`config.mk`:
```
export PLATFORM = sky130hd
export DESIGN_NAME = csel_accum
export DESIGN_NICKNAME = d
export VERILOG_FILES = /design/src/rtl/csel_pkg.sv /design/src/rtl/csel_cell.sv /design/src/rtl/csel_block.sv /design/src/rtl/csel_segment.sv /design/src/rtl/csel_accum.sv
export SDC_FILE = /design/constraint.sdc
export NUM_CORES = 1
export LEC_CHECK = 0
export ABC_AREA = 1
export BUFFER_PORTS_ARGS = -buffer_cell sky130_fd_sc_hd__buf_2
export CORE_MARGIN = 2
export CORE_UTILIZATION = 35
export DETAILED_ROUTE_END_ITERATION = 12
export PLACE_DENSITY_LB_ADDON = 0.25
export SYNTH_ARGS = -nofsm -noshare
export SYNTH_HDL_FRONTEND = slang
export SYNTH_SLANG_ARGS = --single-unit
```
`constraint.sdc`:
```
create_clock -name clk -period 9.2 [get_ports clk]
set_input_delay 0.92 -clock clk [delete_from_list [all_inputs] [get_ports clk]]
set_output_delay 0.92 -clock clk [all_outputs]
set_load 0.01 [all_outputs]
```
`src/rtl/csel_pkg.sv`:
```
// Package: shared sizes and the dual-result record for the carry-select adder.
// Assumes: block and segment sizes are fixed by the architecture; only the total width varies.
package csel_pkg;
    localparam int BLK_CELLS = 5;                     // cells resolved together
    localparam int SEG_BLKS  = 2;                     // blocks per segment
    localparam int SEG_CELLS = BLK_CELLS * SEG_BLKS;  // cells per segment

    // Results of one cell for both assumed carry-in values.
    typedef struct packed {
        logic sum0;
        logic sum1;
        logic cout0;
        logic cout1;
    } dual_res_t;
endpackage

```
`src/rtl/csel_cell.sv`:
```
// Module: one bit-cell. Computes sum and carry for two assumed carry inputs in parallel.
// Assumes: both assumed carries are supplied by the enclosing block's chains.
module csel_cell
    import csel_pkg::*;
(
    input  logic      a,
    input  logic      b,
    input  logic      cin0,
    input  logic      cin1,
    output dual_res_t res
);
    logic prop;
    logic gen;

    // Generate/propagate terms and both outcomes of the full add.
    always_comb begin
        prop      = a ^ b;
        gen       = a & b;
        res.sum0  = prop ^ cin0;
        res.sum1  = prop ^ cin1;
        res.cout0 = gen | (prop & cin0);
        res.cout1 = gen | (prop & cin1);
    end
endmodule

```
`src/rtl/csel_block.sv`:
```
// Module: five-cell block with two precomputed carry chains and one select point.
// Assumes: blk_cin is the true carry arriving from the block below; start bits force
//          both chains to ext_cin at the flagged cell.
module csel_block
    import csel_pkg::*;
(
    input  logic [BLK_CELLS-1:0] a,
    input  logic [BLK_CELLS-1:0] b,
    input  logic [BLK_CELLS-1:0] start,
    input  logic                 ext_cin,
    input  logic                 blk_cin,
    output logic [BLK_CELLS-1:0] sum,
    output logic                 blk_cout
);
    localparam int LAST = BLK_CELLS - 1;

    dual_res_t res [BLK_CELLS];

    for (genvar i = 0; i < BLK_CELLS; i++) begin : g_cell
        logic ci0;
        logic ci1;
        if (i == 0) begin : g_first
            // Chains begin at 0 and 1 unless a new chain starts here.
            assign ci0 = start[i] ? ext_cin : 1'b0;
            assign ci1 = start[i] ? ext_cin : 1'b1;
        end else begin : g_next
            // Each chain's own carry feeds forward unless a new chain starts here.
            assign ci0 = start[i] ? ext_cin : res[i-1].cout0;
            assign ci1 = start[i] ? ext_cin : res[i-1].cout1;
        end
        csel_cell u_cell (
            .a    (a[i]),
            .b    (b[i]),
            .cin0 (ci0),
            .cin1 (ci1),
            .res  (res[i])
        );
        // True block carry picks the precomputed sum.
        assign sum[i] = blk_cin ? res[i].sum1 : res[i].sum0;
    end

    // True block carry picks the precomputed outgoing carry.
    assign blk_cout = blk_cin ? res[LAST].cout1 : res[LAST].cout0;

    // Chain ordering and chain-start independence checks.
    always_comb begin
        for (int i = 0; i < BLK_CELLS; i++) begin
            assert_chain_order_R2: assert (!res[i].cout0 || res[i].cout1)
                else $error("assumed-1 carry below assumed-0 carry at cell %0d", i);
            assert_start_indep_R4: assert (!start[0] || (res[i].sum0 == res[i].sum1))
                else $error("chain start at cell 0 left sums dependent on block carry");
        end
    end
endmodule

```
`src/rtl/csel_segment.sv`:
```
// Module: a segment of one or two five-cell blocks; the carry is resolved between them.
// Assumes: NBLK is 1 or 2; ports are NBLK*BLK_CELLS bits wide.
module csel_segment
    import csel_pkg::*;
#(
    parameter int NBLK = SEG_BLKS
) (
    input  logic [NBLK*BLK_CELLS-1:0] a,
    input  logic [NBLK*BLK_CELLS-1:0] b,
    input  logic [NBLK*BLK_CELLS-1:0] start,
    input  logic                      ext_cin,
    input  logic                      seg_cin,
    output logic [NBLK*BLK_CELLS-1:0] sum,
    output logic                      seg_cout
);
    logic [NBLK:0] bc;

    // True carry enters the lowest block.
    assign bc[0] = seg_cin;

    for (genvar k = 0; k < NBLK; k++) begin : g_blk
        csel_block u_blk (
            .a        (a[k*BLK_CELLS +: BLK_CELLS]),
            .b        (b[k*BLK_CELLS +: BLK_CELLS]),
            .start    (start[k*BLK_CELLS +: BLK_CELLS]),
            .ext_cin  (ext_cin),
            .blk_cin  (bc[k]),
            .sum      (sum[k*BLK_CELLS +: BLK_CELLS]),
            .blk_cout (bc[k+1])
        );
    end

    // Carry leaving the top block leaves the segment.
    assign seg_cout = bc[NBLK];
endmodule

```
`src/rtl/csel_accum.sv`:
```
// Module: top of the segmented carry-select adder with optional accumulator feedback.
// Assumes: WIDTH is a multiple of BLK_CELLS; synchronous active-low reset; inputs
//          stable around the rising edge.
module csel_accum
    import csel_pkg::*;
#(
    parameter int WIDTH = 25
) (
    input  logic             clk,
    input  logic             rst_n,
    input  logic             acc_mode,
    input  logic [WIDTH-1:0] op_a,
    input  logic [WIDTH-1:0] op_b,
    input  logic             carry_in,
    input  logic [WIDTH-1:0] chain_start,
    output logic [WIDTH-1:0] sum_out,
    output logic             carry_out
);
    localparam int  NSEG      = (WIDTH + SEG_CELLS - 1) / SEG_CELLS;
    localparam bit  HALF_LAST = (WIDTH % SEG_CELLS) != 0;

    logic [WIDTH-1:0] acc_q;
    logic             acc_c_q;
    logic [WIDTH-1:0] eff_a;
    logic [WIDTH-1:0] comb_sum;
    logic [NSEG:0]    seg_c;
    logic             past_ok;

    // Accumulator feedback replaces operand A.
    assign eff_a    = acc_mode ? acc_q : op_a;
    assign seg_c[0] = carry_in;

    for (genvar g = 0; g < NSEG; g++) begin : g_seg
        localparam int NB = (HALF_LAST && (g == NSEG - 1)) ? 1 : SEG_BLKS;
        localparam int LO = g * SEG_CELLS;
        localparam int SW = NB * BLK_CELLS;
        csel_segment #(.NBLK(NB)) u_seg (
            .a        (eff_a[LO +: SW]),
            .b        (op_b[LO +: SW]),
            .start    (chain_start[LO +: SW]),
            .ext_cin  (carry_in),
            .seg_cin  (seg_c[g]),
            .sum      (comb_sum[LO +: SW]),
            .seg_cout (seg_c[g+1])
        );
    end

    // Sum and carry register, loaded every edge, cleared by reset.
    always_ff @(posedge clk) begin
        if (!rst_n) begin
            acc_q   <= '0;
            acc_c_q <= 1'b0;
        end else begin
            acc_q   <= comb_sum;
            acc_c_q <= seg_c[NSEG];
        end
    end

    // Output path: bypass in plain mode, registered in accumulate mode.
    assign sum_out   = acc_mode ? acc_q   : comb_sum;
    assign carry_out = acc_mode ? acc_c_q : seg_c[NSEG];

    // Marks that the previous edge was out of reset.
    always_ff @(posedge clk) begin
        if (!rst_n) past_ok <= 1'b0;
        else        past_ok <= 1'b1;
    end

    initial begin
        assert_width_R8: assert (WIDTH % BLK_CELLS == 0)
            else $error("WIDTH must be a multiple of %0d", BLK_CELLS);
    end

    assert_sum_R1: assert property (@(posedge clk) disable iff (!rst_n)
        (chain_start == '0) |->
        ({seg_c[NSEG], comb_sum} ==
         (WIDTH+1)'(eff_a) + (WIDTH+1)'(op_b) + (WIDTH+1)'(carry_in)))
        else $error("segmented sum differs from binary sum");

    assert_acc_hold_R5: assert property (@(posedge clk) disable iff (!rst_n)
        (past_ok && acc_mode) |-> (sum_out == $past(comb_sum)))
        else $error("accumulated sum is not the previous result");

    assert_acc_carry_R6: assert property (@(posedge clk) disable iff (!rst_n)
        (past_ok && acc_mode) |-> (carry_out == $past(seg_c[NSEG])))
        else $error("registered carry is not the previous carry");

    assert_reset_clear_R7: assert property (@(posedge clk) disable iff (!rst_n)
        !past_ok |-> (acc_q == '0 && !acc_c_q))
        else $error("register not cleared by reset");
endmodule

```
-- Yosys cells after proc, flatten, opt, wreduce, memory -nomap -nowiden
Index checks and enable logic that the tools add are counted.
- input port bits: 79
- register bits after elaboration: 26
- word-level logic and storage cells: 285
- output and inout port bits: 26
- multiplexer cells: 83
- bitwise gates (word level): 200
- operators by type and width (cell ; number):
    2-to-1 mux 1 bit ; 81
    bitwise AND 1 bit ; 75
    bitwise XOR 1 bit ; 75
    2-to-1 mux 25 bit ; 2
    bitwise OR 1 bit ; 50

-- Depth between registers and ports, before layout
Gate-level depths: netlist of run 1.
- depth after elaboration: 22
- mapped depth: 50
- gate-level depth less buffers: 48

-- Hierarchy
A second synthesis of run 1 with hierarchy kept.
- cell total of the unflattened synthesis: 503
- area total of the unflattened synthesis: 3270.6 µm²
- by module, submodules not included (module ; area each (µm²) ; cells each ; seq. area each (µm²) ; times used):
    csel_accum ; 1387.6 ; 218 ; 520.5 ; 1
    csel_cell ; 40.0 ; 2 ; 0.0 ; 25
    csel_block ; 176.4 ; 47 ; 0.0 ; 5

-- Least setup slack after synthesis of run 1
OpenSTA, ideal clock, no wires.
- path type: input-to-output
- start: in acc_mode
- end: out sum_out[24]
- stages on the path: 49
- path buffers: 2
- slack: 1.073 ns
- arrival: 7.207 ns
- cell sequence: clkbuf_1 -> clkinv_1 -> clkbuf_1 -> nand2_1 -> nand2_1 -> ha_1 -> nand2_1 -> o211ai_1 -> nand3_1 -> nand2_1 -> nand2_1 -> nand2_1 -> nand2_1 -> nand2_1 -> nand2_1 -> a21boi_1 -> fa_1 -> nor3_1 -> (+13 left out) -> inv_1 -> nand2_2 -> nand3_2 -> nand2_2 -> nand3_2 -> nand2_1 -> nand3_1 -> a21boi_1 -> fa_1 -> nor2_1 -> a21boi_2 -> nand3_2 -> nand2_2 -> nand3_2 -> nand2_1 -> nand2_1 -> fa_1 -> o21ai_0
- word-level cells in the longest chain between the ends: 22
- elaborated cells on any way between the ends: 194
- those cells by class: 47 x mux; 147 x bitwise
- RTL lines (element ; line ; text):
    from (decl) ; csel_accum.sv:11 ; input logic acc_mode,
    2-to-1 mux 25 bit ; csel_accum.sv:30 ; assign eff_a = acc_mode ? acc_q : op_a;
    bitwise XOR 1 bit ; csel_cell.sv:17 ; prop = a ^ b;
    bitwise AND 1 bit, on equally long branches ; csel_cell.sv:21, csel_cell.sv:22 ;
    bitwise OR 1 bit, on equally long branches ; csel_cell.sv:21, csel_cell.sv:22 ;
    2-to-1 mux 1 bit, on equally long branches ; csel_block.sv:28, csel_block.sv:29 ;
    bitwise AND 1 bit, on equally long branches ; csel_cell.sv:21, csel_cell.sv:22 ;
    bitwise OR 1 bit, on equally long branches ; csel_cell.sv:21, csel_cell.sv:22 ;
    2-to-1 mux 1 bit, on equally long branches ; csel_block.sv:28, csel_block.sv:29 ;
    (+3 left out) ; -- ;
    bitwise AND 1 bit, on equally long branches ; csel_cell.sv:21, csel_cell.sv:22 ;
    bitwise OR 1 bit, on equally long branches ; csel_cell.sv:21, csel_cell.sv:22 ;
    2-to-1 mux 1 bit, on equally long branches ; csel_block.sv:28, csel_block.sv:29 ;
    bitwise AND 1 bit, on equally long branches ; csel_cell.sv:21, csel_cell.sv:22 ;
    bitwise OR 1 bit, on equally long branches ; csel_cell.sv:21, csel_cell.sv:22 ;
    2-to-1 mux 1 bit (4 in a row) ; csel_block.sv:43 ; assign blk_cout = blk_cin ? res[LAST].cout1 : res[LAST].cout0;
    2-to-1 mux 1 bit ; csel_block.sv:39 ; assign sum[i] = blk_cin ? res[i].sum1 : res[i].sum0;
    2-to-1 mux 25 bit (*) ; csel_accum.sv:60 ; assign sum_out = acc_mode ? acc_q : comb_sum;
    to (decl) ; csel_accum.sv:16 ; output logic [WIDTH-1:0] sum_out,
Mark *: on every way between the ends. The rest lies on a longest branch, timed or not.

-- Worst setup path after layout of run 1
Ends and elaborated chain as after synthesis.

==> results of run 1 <==
-- worst paths after layout --
| kind | depth (start not counted) | startpoint | slack, ns | end |
|---|---|---|---|---|
| setup / recovery | 50 | acc_mode | 0.86 | sum_out[24] |
| hold / removal | 6 | acc_q[3] | 0.79 | acc_q[3] |
| hold reg to reg | 6 | acc_q[3] | 0.79 | acc_q[3] |
| setup reg to reg | 47 | acc_q[0] | 2.80 | acc_q[24] |
-- routing by layer --
layer  wire length, um  vias up  part of all wire [%]
li1                  -     1415                     -
met1              3040     1164                    46
met2              3020       73                    46
met3               357       13                   5.4
met4               170        0                   2.6
met5                 0        -                     0
-- sequential cells by signal (all words and copies together) (netlist names) --
register	flops
acc_c_q	1
acc_q	25
-- power groups by stage --
| stage | Combinational (mW) | Clock, mW | Sequential, mW |
|---|---|---|---|
| after floorplan | 0.152 | 0 | 0.139 |
| after global placement | 0.220 | 0 | 0.139 |
| after detailed placement | 0.222 | 0 | 0.140 |
| after CTS | 0.223 | 0.101 | 0.137 |
| after global routing | 0.254 | 0.105 | 0.139 |
| final | 0.221 | 0.0990 | 0.137 |
-- final cells by class --
| cell class | count | share of cell area [%] |
|---|---|---|
| Antenna cell | 1 | 0.0812 |
| Clock buffer | 3 | 1.34 |
| Clock inverter | 1 | 0.975 |
| Inverter | 20 | 2.52 |
| Multi-Input combinational cell | 321 | 57.6 |
| Sequential cell | 26 | 16.9 |
| Tap cell | 80 | 3.25 |
| Timing Repair Buffer | 106 | 17.4 |
-- kinds of logic after synthesis --
family | Yosys count | synth area share, %
buf+inv | 33 | 5.92
fa+ha+maj | 25 | 14.4
simple gates | 244 | 43.9
flops | 26 | 21.4
compound gates | 39 | 9.63
xor+xnor | 13 | 4.69
-- metrics by stage --
stage	power (mW)	util, %
after floorplan	0.290	-
after global placement	0.359	44.4
after detailed placement	0.362	44.4
after CTS	0.461	45.4
after global routing	0.498	45.6
final	0.457	45.6
-- cell usage after synthesis, drive strengths merged --
cell,n
nor3,3
nand4,1
xor2,12
inv,19
o211ai,1
dfxtp,26
a21boi,5
a22oi,2
o21ai,28
nand3,27
nand3b,2
nand2,172
clkbuf,9
xnor2,1
a21oi,1
or2,1
fa,5
nor2,38
ha,20
clkinv,1
a31oi,1
a21o,1
buf,4
-- worst max-delay path, delay by kind of cell --
| kind | cells | cell delay [ns] |
|---|---|---|
| AOI/OAI and AO/OA | 9 | 1.25 |
| and+or+nand+nor | 30 | 2.43 |
| buffers and inverters | 5 | 0.59 |
| adders and majority gates | 6 | 2.19 |
==> reports/metrics.yaml, run 1 <==
totalWireLength_mm: 6.59
globalRouteTotalUtil_pct: 17.6
slowest_delay_ns: 0.46
vias: 2665
initial_core_util_pct: 36.0
ratio_of_cells_with_drive_above_1_in_the_final_layout_pct: 30.2
cts-root-to-sink-buffers: 2
layout_common_cells: "sky130_fd_sc_hd__nand2_1, sky130_fd_sc_hd__buf_2, sky130_fd_sc_hd__nor2_1, sky130_fd_sc_hd__dfxtp_1, sky130_fd_sc_hd__o21ai_0"
post_synthesis_instance_area_sq_um: 2430
cts_inserted_buffers: 3
worst_path_max_delay_cell: "sky130_fd_sc_hd__fa_1"
min-delay-path-class: "reg -> reg"
synthesis.yosys.warnings: 0
antenna_violating_nets_post_route: 0
yosys-top-cells-area: "sky130_fd_sc_hd__nand2_1, sky130_fd_sc_hd__dfxtp_1, sky130_fd_sc_hd__ha_1, sky130_fd_sc_hd__nor2_1, sky130_fd_sc_hd__o21ai_0"
dieHeight_um: 87.3
grt_use_met3_pct: 2.37
report.final.hold_viol_count: 0
cts_resized: 0
routedWlPerCell_um: 11.8
area_used_by_multi_input_combinational_logic_sq_um: 1770
cts_tree: "yes"
post_synth.cell_area_avg_sq_um: 6.39
place_inst: 553
crit_required_ns: 8.28
dpl-instance-area_sq_um: 3000
grt-busiest-layer: "met2"
synth_top_cell_by_area: "sky130_fd_sc_hd__nand2_1"
power.combinational.fraction_pct: 48.4
p_int_uw: 283
maxCapViolations: 0
relSlewSlack_pct: 46.6
finalSetupTns_ns: 0
cts.reportedPaths.clkPinSlew_ns: 0.09
grt_setup_unrepaired: "false"
layout_commonest_cell: "sky130_fd_sc_hd__nand2_1"
achievable-frequency_mhz: 120
swShare_pct: 38.1
ios: 105
via_per_inst: 4.78
power_frac_seq_pct: 29.9
cts_hold_repair.buffers: 0
first_global_vias: 2549
floorplan.core_area_sq_um: 6760
clock_power_share_pct: 21.7
stdcell_count: 558
setup_viol: 0
worst-slew-pin-transition_ns: 0.800
endpoint_kind: "output port"
crit_arrival_ns: 7.42
grt_pass1_wl_mm: 10.9
leakage_power_summed_over_all_cells_nw: 1.80
post_detailed_route_drc_marker_count: 0
finalWorstSetupSlack_ns: 0.864
synthToLayoutAreaGrowth_pct: 26.8
cts_root_buf: "sky130_fd_sc_hd__clkbuf_8"
seq_area_sq_um: 520
startpoint_type_of_the_worst_setup_path: "input port"
cp_common_cell: "sky130_fd_sc_hd__nand2_1"
post_synth_inst_count: 380
routabilityCongestion: 0.858
fin_area_sq_um: 3080
timing.critical_path.fanout_max: 10
h-tree-depth: 1
grt_max_degree: 36
holdWs_ns: 0.791
status: "complete, no violations"
total_switching_power_uw: 174
floorplan.die.width_um: 87.3
clock_latency_ns: 0.29
globalRouteMet2Util_pct: 30.0
nFillCells: 760
clkSinkCount: 26
drt_iter0_markers: 122
power-per-cell-area_nw_per_um2: 148
synth.net_count: 484
initial_antenna_violation_count: 1
vdd_drop_max_mv: 0.0609
detailed_place_hpwl_mm: 5.25
final_min_period_over_clock_period_pct: 90.6
final_max_slew_viol_count: 0
synth_top_area_share_pct: 24.4
floorplan.die_area_sq_um: 7620
place.port_buffers: 104
finalWorstPathRequiredPeriod_ns: 8.34
globalRouteOverflowTotal: 0
firstDrtPassIters: 4
postSynthRegisterBits: 26
final_nets: 582
core.rowCount: 30
post_synth_num_cell_types: 34
synth_seq_area_share_pct: 21.4
pre_cts_slack_ns: 0.714
fin_skew_ns: 0.0115
global_route.usage.met1_pct: 22.4
timing_worst_setup_path_type: "in -> out"
post-cts-setup-buffer-count: 0
Power figures use the tool's default switching activity.
==> run 2: changes to the inputs <==
CTS_BUF_LIST = sky130_fd_sc_hd__clkbuf_4   (was default)
==> reports/metrics.yaml, run 2 (synthesis results as in run 1) <==
drt_iter0_markers: 111  # was 122
grt_pass1_wl_mm: 10.9  # about the same
min-delay-path-class: "reg -> reg"  # unchanged
vdd_drop_max_mv: 0.0533  # was 0.0609 mV
power_frac_seq_pct: 31.0  # was 29.9%
floorplan.core_area_sq_um: 6760  # unchanged
status: "complete, no violations"  # unchanged
pre_cts_slack_ns: 0.714  # unchanged
final_nets: 582  # unchanged
nFillCells: 761  # was 760
critPathTopFamily: "simple AND/OR/NAND/NOR gates"  # unchanged
globalRouteTotalUtil_pct: 17.5  # was 17.6%
cts_hold_repair.buffers: 0  # unchanged
endpoint_kind: "output port"  # unchanged
floorplan.die.width_um: 87.3  # unchanged
cts_tree: "yes"  # unchanged
total_switching_power_uw: 172  # was 174 uW
relSlewSlack_pct: 46.0  # was 46.6%
setup_viol: 0  # unchanged
clock_latency_ns: 0.34  # was 0.29 ns
slowest_delay_ns: 0.46  # about the same
floorplan.die_area_sq_um: 7620  # unchanged
detailed_place_hpwl_mm: 5.25  # unchanged
power.combinational.fraction_pct: 50.2  # was 48.4%
dieHeight_um: 87.3  # unchanged
place.port_buffers: 104  # unchanged
globalRouteOverflowTotal: 0  # unchanged
finalSetupTns_ns: 0  # unchanged
firstDrtPassIters: 4  # unchanged
worst_path_max_delay_cell: "sky130_fd_sc_hd__fa_1"  # unchanged
routabilityCongestion: 0.858  # unchanged
routedWlPerCell_um: 11.9  # was 11.8 um
synthToLayoutAreaGrowth_pct: 25.9  # was 26.8%
largest_register_ff_count: 25  # unchanged
regMostFlops: "acc_q"  # unchanged
final_max_slew_viol_count: 0  # unchanged
initial_core_util_pct: 36.0  # unchanged
layout_common_cells: "sky130_fd_sc_hd__nand2_1, sky130_fd_sc_hd__buf_2, sky130_fd_sc_hd__nor2_1, sky130_fd_sc_hd__dfxtp_1, sky130_fd_sc_hd__o21ai_0"  # unchanged
vias: 2670  # was 2,665
area_used_by_multi_input_combinational_logic_sq_um: 1770  # unchanged
crit_arrival_ns: 7.43  # was 7.42 ns
cts_resized: 0  # unchanged
timing.critical_path.fanout_max: 10  # unchanged
grt_max_degree: 36  # unchanged
antenna_violating_nets_post_route: 0  # unchanged
swShare_pct: 39.1  # was 38.1%
ratio_of_cells_with_drive_above_1_in_the_final_layout_pct: 30.2  # unchanged
finalWorstSetupSlack_ns: 0.854  # was 0.864 ns
power-per-cell-area_nw_per_um2: 144  # was 148 nW/um^2
cp_common_cell: "sky130_fd_sc_hd__nand2_1"  # unchanged
post_detailed_route_drc_marker_count: 0  # unchanged
ios: 105  # unchanged
reg_top3: "acc_q x25, acc_c_q x1"  # unchanged
final_min_period_over_clock_period_pct: 90.7  # was 90.6%
via_per_inst: 4.79  # was 4.78
worst-slew-pin-transition_ns: 0.810  # was 0.800 ns
cts-root-to-sink-buffers: 2  # unchanged
post-cts-setup-buffer-count: 0  # unchanged
first_global_vias: 2548  # was 2,549
grt_setup_unrepaired: "false"  # unchanged
timing_worst_setup_path_type: "in -> out"  # unchanged
clkSinkCount: 26  # unchanged
worst-path-buf-inv: 5  # unchanged
seq_area_sq_um: 520  # unchanged
leakage_power_summed_over_all_cells_nw: 1.80  # about the same
antenna_cells_inserted: 0  # was 1
fin_skew_ns: 0.0146  # was 0.0115 ns
report.final.hold_viol_count: 0  # unchanged
h-tree-depth: 1  # unchanged
layout_commonest_cell: "sky130_fd_sc_hd__nand2_1"  # unchanged
cts.reportedPaths.clkPinSlew_ns: 0.15  # was 0.09 ns
finalWorstPathRequiredPeriod_ns: 8.35  # was 8.34 ns
startpoint_type_of_the_worst_setup_path: "input port"  # unchanged
totalWireLength_mm: 6.60  # was 6.59 mm
maxCapViolations: 0  # unchanged
core.rowCount: 30  # unchanged
cts_root_buf: "sky130_fd_sc_hd__clkbuf_4"  # was sky130_fd_sc_hd__clkbuf_8
cts_inserted_buffers: 3  # unchanged
clock_power_share_pct: 18.8  # was 21.7%
achievable-frequency_mhz: 120  # about the same
p_int_uw: 269  # was 283 uW
initial_antenna_violation_count: 0  # was 1
crit_required_ns: 8.28  # about the same
==> run 2: cell count changes in the layout (fill, tap and decap cells not counted) <==
| cell | delta |
|---|---|
| sky130_fd_sc_hd__clkbuf_4 | +3 |
| sky130_fd_sc_hd__diode_2 | -1 |
| sky130_fd_sc_hd__clkbuf_8 | -3 |
==> run 2: area by class of cell <==
class                   instances  share of cell area (%)
clock buffers                   3                   0.736
clock inverters                 1                   0.982
inverters                      20                    2.54
multi-input cells             321                    58.0
flip-flops and latches         26                    17.0
well taps                      80                    3.27
repair buffers                106                    17.5
==> run 2: worst paths after layout <==
path / to / cells past startpoint / slack, ns / startpoint
hold reg to reg: acc_q[3] / 6 / 0.79 / acc_q[3]
setup / recovery: sum_out[24] / 50 / 0.85 / acc_mode
setup reg to reg: acc_q[24] / 47 / 2.78 / acc_q[0]
hold / removal: acc_q[3] / 6 / 0.79 / acc_q[3]
==> run 2: per-layer routing <==
layer	track usage, %	wire (um)	vias up
met3	2.09	332	12
li1	-	-	1413
met1	22.4	3100	1181
met4	6.15	135	0
met2	30.2	3030	64
met5	0	0	-
==> run 2: worst min-delay path: cells and delay by family (launching register included) <==
family | cells | cell delay, ns
adder cells (fa/ha/maj) | 1 | 0.13
flip-flops | 1 | 0.34
AND/OR/NAND/NOR | 5 | 0.31
==> run 2: through the flow <==
stage | util [%] | power [mW] | instances | hold WS [ns] | cell area (sq um)
finish | 45.3 | 0.441 | 557 | 0.794 | 3060
global route | 45.3 | 0.481 | 557 | 0.816 | 3060
CTS | 45.2 | 0.445 | 557 | 0.781 | 3050
detailed placement | 44.4 | 0.362 | 553 | 0.743 | 3000
global placement | 44.4 | 0.359 | 553 | 0.741 | 3000
floorplan | - | 0.290 | 380 | 0.696 | 2430
==> run 2: power by group through the flow <==
stage	clock network [mW]	registers (mW)	logic, mW
finish	0.0828	0.137	0.221
global route	0.0884	0.139	0.254
CTS	0.0851	0.137	0.223
detailed placement	0	0.140	0.222
global placement	0	0.139	0.220
floorplan	0	0.139	0.152
==> run 3: changes to the inputs <==
ABC_AREA = default   (was 1)
CTS_CLUSTER_DIAMETER = 50   (was default)
==> reports/metrics.yaml, run 3 <==
via_per_inst: 4.92  # was 4.79
drt_iter0_markers: 113  # was 111
antenna_cells_inserted: 0  # unchanged
cts.reportedPaths.clkPinSlew_ns: 0.16  # was 0.15 ns
endpoint_kind: "output port"  # unchanged
synth_top_area_share_pct: 20.9  # was 24.4%
routedWlPerCell_um: 12.8  # was 11.9 um
slowest_delay_ns: 0.46  # about the same
setup_viol: 0  # unchanged
timing_worst_setup_path_type: "in -> out"  # unchanged
floorplan.die_area_sq_um: 7820  # was 7620 sq um
vias: 2740  # was 2,670
power-per-cell-area_nw_per_um2: 134  # was 144 nW/um^2
final_nets: 566  # was 582
synth_top_cell_by_area: "sky130_fd_sc_hd__dfxtp_1"  # was sky130_fd_sc_hd__nand2_1
ratio_of_cells_with_drive_above_1_in_the_final_layout_pct: 37.3  # was 30.2%
cts_inserted_buffers: 3  # unchanged
holdWs_ns: 0.791  # was 0.794 ns
finalWorstPathRequiredPeriod_ns: 8.95  # was 8.35 ns
post_synthesis_instance_area_sq_um: 2490  # was 2430 sq um
initial_antenna_violation_count: 0  # unchanged
grt_pass1_wl_mm: 10.8  # was 10.9 mm
post_synth_inst_count: 345  # was 380
grt_max_degree: 43  # was 36
reg_top3: "acc_q x25, acc_c_q x1"  # unchanged
regMostFlops: "acc_q"  # unchanged
post_synth_num_cell_types: 52  # was 34
routabilityCongestion: 0.773  # was 0.858
core.rowCount: 30  # unchanged
layout_commonest_cell: "sky130_fd_sc_hd__buf_2"  # was sky130_fd_sc_hd__nand2_1
worst_flop_to_flop_path_endpoint: "acc_q[24]"  # unchanged
ios: 105  # unchanged
startpoint_type_of_the_worst_setup_path: "input port"  # unchanged
totalWireLength_mm: 7.14  # was 6.60 mm
min_to: "acc_q[18]"  # was acc_q[3]
regToRegSetupSlack_ns: 1.88  # was 2.78 ns
routed-wl-met3_um: 534  # was 332 um
post-route-util_pct: 50.6  # was 45.3%
finalSetupTns_ns: 0  # unchanged
postSynthRegisterBits: 26  # unchanged
area_used_by_multi_input_combinational_logic_sq_um: 1920  # was 1770 sq um
nFillCells: 726  # was 761
post_detailed_route_drc_marker_count: 0  # unchanged
synthToLayoutAreaGrowth_pct: 38.6  # was 25.9%
post_synth_edffs: 0  # unchanged
worst-slew-pin-transition_ns: 0.861  # was 0.810 ns
synth_seq_area_share_pct: 20.9  # was 21.4%
regToRegStartpoint: "acc_q[0]"  # unchanged
detailed_place_hpwl_mm: 5.30  # was 5.25 mm
crit_required_ns: 8.28  # about the same
place.port_buffers: 103  # was 104
layout_common_cells: "sky130_fd_sc_hd__buf_2, sky130_fd_sc_hd__o21ai_0, sky130_fd_sc_hd__nor2_1, sky130_fd_sc_hd__inv_1, sky130_fd_sc_hd__nand2_1"  # was sky130_fd_sc_hd__nand2_1, sky130_fd_sc_hd__buf_2, sky130_fd_sc_hd__nor2_1, sky130_fd_sc_hd__dfxtp_1, sky130_fd_sc_hd__o21ai_0
final_min_period_over_clock_period_pct: 97.2  # was 90.7%
synthFlopType: "sky130_fd_sc_hd__dfxtp_1"  # unchanged
dieHeight_um: 88.4  # was 87.3 um
status: "complete, no violations"  # unchanged
topRoutingLayerUsed: "met4"  # unchanged
firstDrtPassIters: 7  # was 4
min-delay-path-class: "reg -> reg"  # unchanged
yosys-top-cells-area: "sky130_fd_sc_hd__dfxtp_1, sky130_fd_sc_hd__o21ai_0, sky130_fd_sc_hd__ha_1, sky130_fd_sc_hd__nor2_1, sky130_fd_sc_hd__inv_1"  # was sky130_fd_sc_hd__nand2_1, sky130_fd_sc_hd__dfxtp_1, sky130_fd_sc_hd__ha_1, sky130_fd_sc_hd__nor2_1, sky130_fd_sc_hd__o21ai_0
crit_arrival_ns: 8.03  # was 7.43 ns
final_max_slew_viol_count: 0  # unchanged
cts-root-to-sink-buffers: 2  # unchanged
cts_tree: "yes"  # unchanged
floorplan.core_area_sq_um: 6830  # was 6760 sq um
worst_hold_path.num_cells: 5  # was 6
cts_root_buf: "sky130_fd_sc_hd__clkbuf_4"  # unchanged
globalRouteTotalUtil_pct: 17.2  # was 17.5%
initial_core_util_pct: 36.5  # was 36.0%
postSynth.asyncResetShare_pct: 0  # unchanged
antenna_violating_nets_post_route: 0  # unchanged
design_power_total_uw: 464  # was 441 uW
h-tree-depth: 1  # unchanged
met2_wirelength_mm: 3.40  # was 3.03 mm
grt_setup_unrepaired: "true"  # was false
fin_area_sq_um: 3460  # was 3060 sq um
m1WireLength_mm: 3.18  # was 3.10 mm
clkSinkCount: 26  # unchanged
fin_skew_ns: 0.00571  # was 0.0146 ns
timing.critical_path.fanout_max: 3  # was 10
leakage_power_summed_over_all_cells_nw: 1.67  # was 1.80 nW
maxCapViolations: 0  # unchanged
globalRouteOverflowTotal: 0  # unchanged
hold_start: "acc_q[18]"  # was acc_q[3]
synth.net_count: 449  # was 484
post_synth.cell_area_avg_sq_um: 7.23  # was 6.39 sq um
achievable-frequency_mhz: 112  # was 120 MHz
dpl-instance-area_sq_um: 3180  # was 3000 sq um
yosys.cell_count.top_type: "sky130_fd_sc_hd__o21ai_0"  # was sky130_fd_sc_hd__nand2_1
relSlewSlack_pct: 42.6  # was 46.0%
largest_register_ff_count: 25  # unchanged
vdd_drop_max_mv: 0.0551  # was 0.0533 mV
first_global_vias: 2473  # was 2,548
synthesis.yosys.warnings: 0  # unchanged
rr_worst_depth: 38  # was 47
clock_latency_ns: 0.33  # was 0.34 ns
report.final.hold_viol_count: 0  # unchanged
seq_area_sq_um: 520  # unchanged
floorplan.die.width_um: 88.4  # was 87.3 um
synthTopCellsByCount: "sky130_fd_sc_hd__o21ai_0, sky130_fd_sc_hd__nor2_1, sky130_fd_sc_hd__inv_1, sky130_fd_sc_hd__nand2_1, sky130_fd_sc_hd__dfxtp_1"  # was sky130_fd_sc_hd__nand2_1, sky130_fd_sc_hd__nor2_1, sky130_fd_sc_hd__dfxtp_1, sky130_fd_sc_hd__o21ai_0, sky130_fd_sc_hd__ha_1
worst_path_max_delay_cell: "sky130_fd_sc_hd__fa_1"  # unchanged
run 3: timing repair:
action,in CTS,in global routing
pin swaps,7,35
setup endpoints to repair,3,4
setup buffers,1,8
gates resized for setup,6,33
gates cloned,0,1
hold buffers,0,0
run 3: per-layer routing:
| metal | vias to the layer above | GRT usage [%] |
|---|---|---|
| li1 | 1423 | - |
| met1 | 1232 | 21.9 |
| met2 | 83 | 29.6 |
| met3 | 2 | 4.66 |
| met4 | 0 | 3.03 |
| met5 | - | 0 |
run 3: logic make-up after synthesis:
family | synth area share [%]
AOI/OAI and AO/OA | 27.1
buffers and inverters | 7.68
adders and majority gates | 14.0
muxes | 6.12
and+or+nand+nor | 17.5
DFF | 20.9
xor gates and xnor gates | 6.67
run 3: area by class of cell:
type | instances | area share, %
sequential | 26 | 15.1
inverter | 36 | 3.91
multi-input combinational | 268 | 55.4
clock buffer | 3 | 0.651
timing repair buffer | 127 | 21.4
tap | 96 | 3.47
clock inverter | 1 | 0.109
run 3: where the power goes:
group / leakage [nW] / total (mW) / internal (mW) / switching, mW
logic: 1.44 / 0.269 / 0.129 / 0.140
clock network: 0.0154 / 0.0548 / 0.0159 / 0.0389
registers: 0.217 / 0.140 / 0.134 / 0.00628
total: 1.67 / 0.464 / 0.279 / 0.185
run 3: worst max path at each step:
stage | startpoint | endpoint
2_1_floorplan | acc_mode | sum_out[24]
3_3_place_gp | acc_mode | sum_out[24]
3_5_place_dp | acc_mode | sum_out[24]
4_1_cts | acc_mode | sum_out[24]
5_1_grt | acc_mode | sum_out[24]
6_report | acc_mode | sum_out[24]
run 3: worst max-delay path: cells and delay by family:
| kind | cells | cell delay [ns] |
|---|---|---|
| mux | 1 | 0.31 |
| compound gates | 20 | 3.16 |
| simple gates | 10 | 1.02 |
| fa+ha+maj | 6 | 2.36 |
| buf+inv | 2 | 0.25 |
run 3: through the flow:
stage / std cells / setup WS (ns)
5_1_grt: 557 / -0.245
3_5_place_dp: 543 / -0.273
6_report: 557 / 0.255
2_1_floorplan: 345 / 0.0836
4_1_cts: 548 / 0.0186
3_3_place_gp: 543 / -0.181
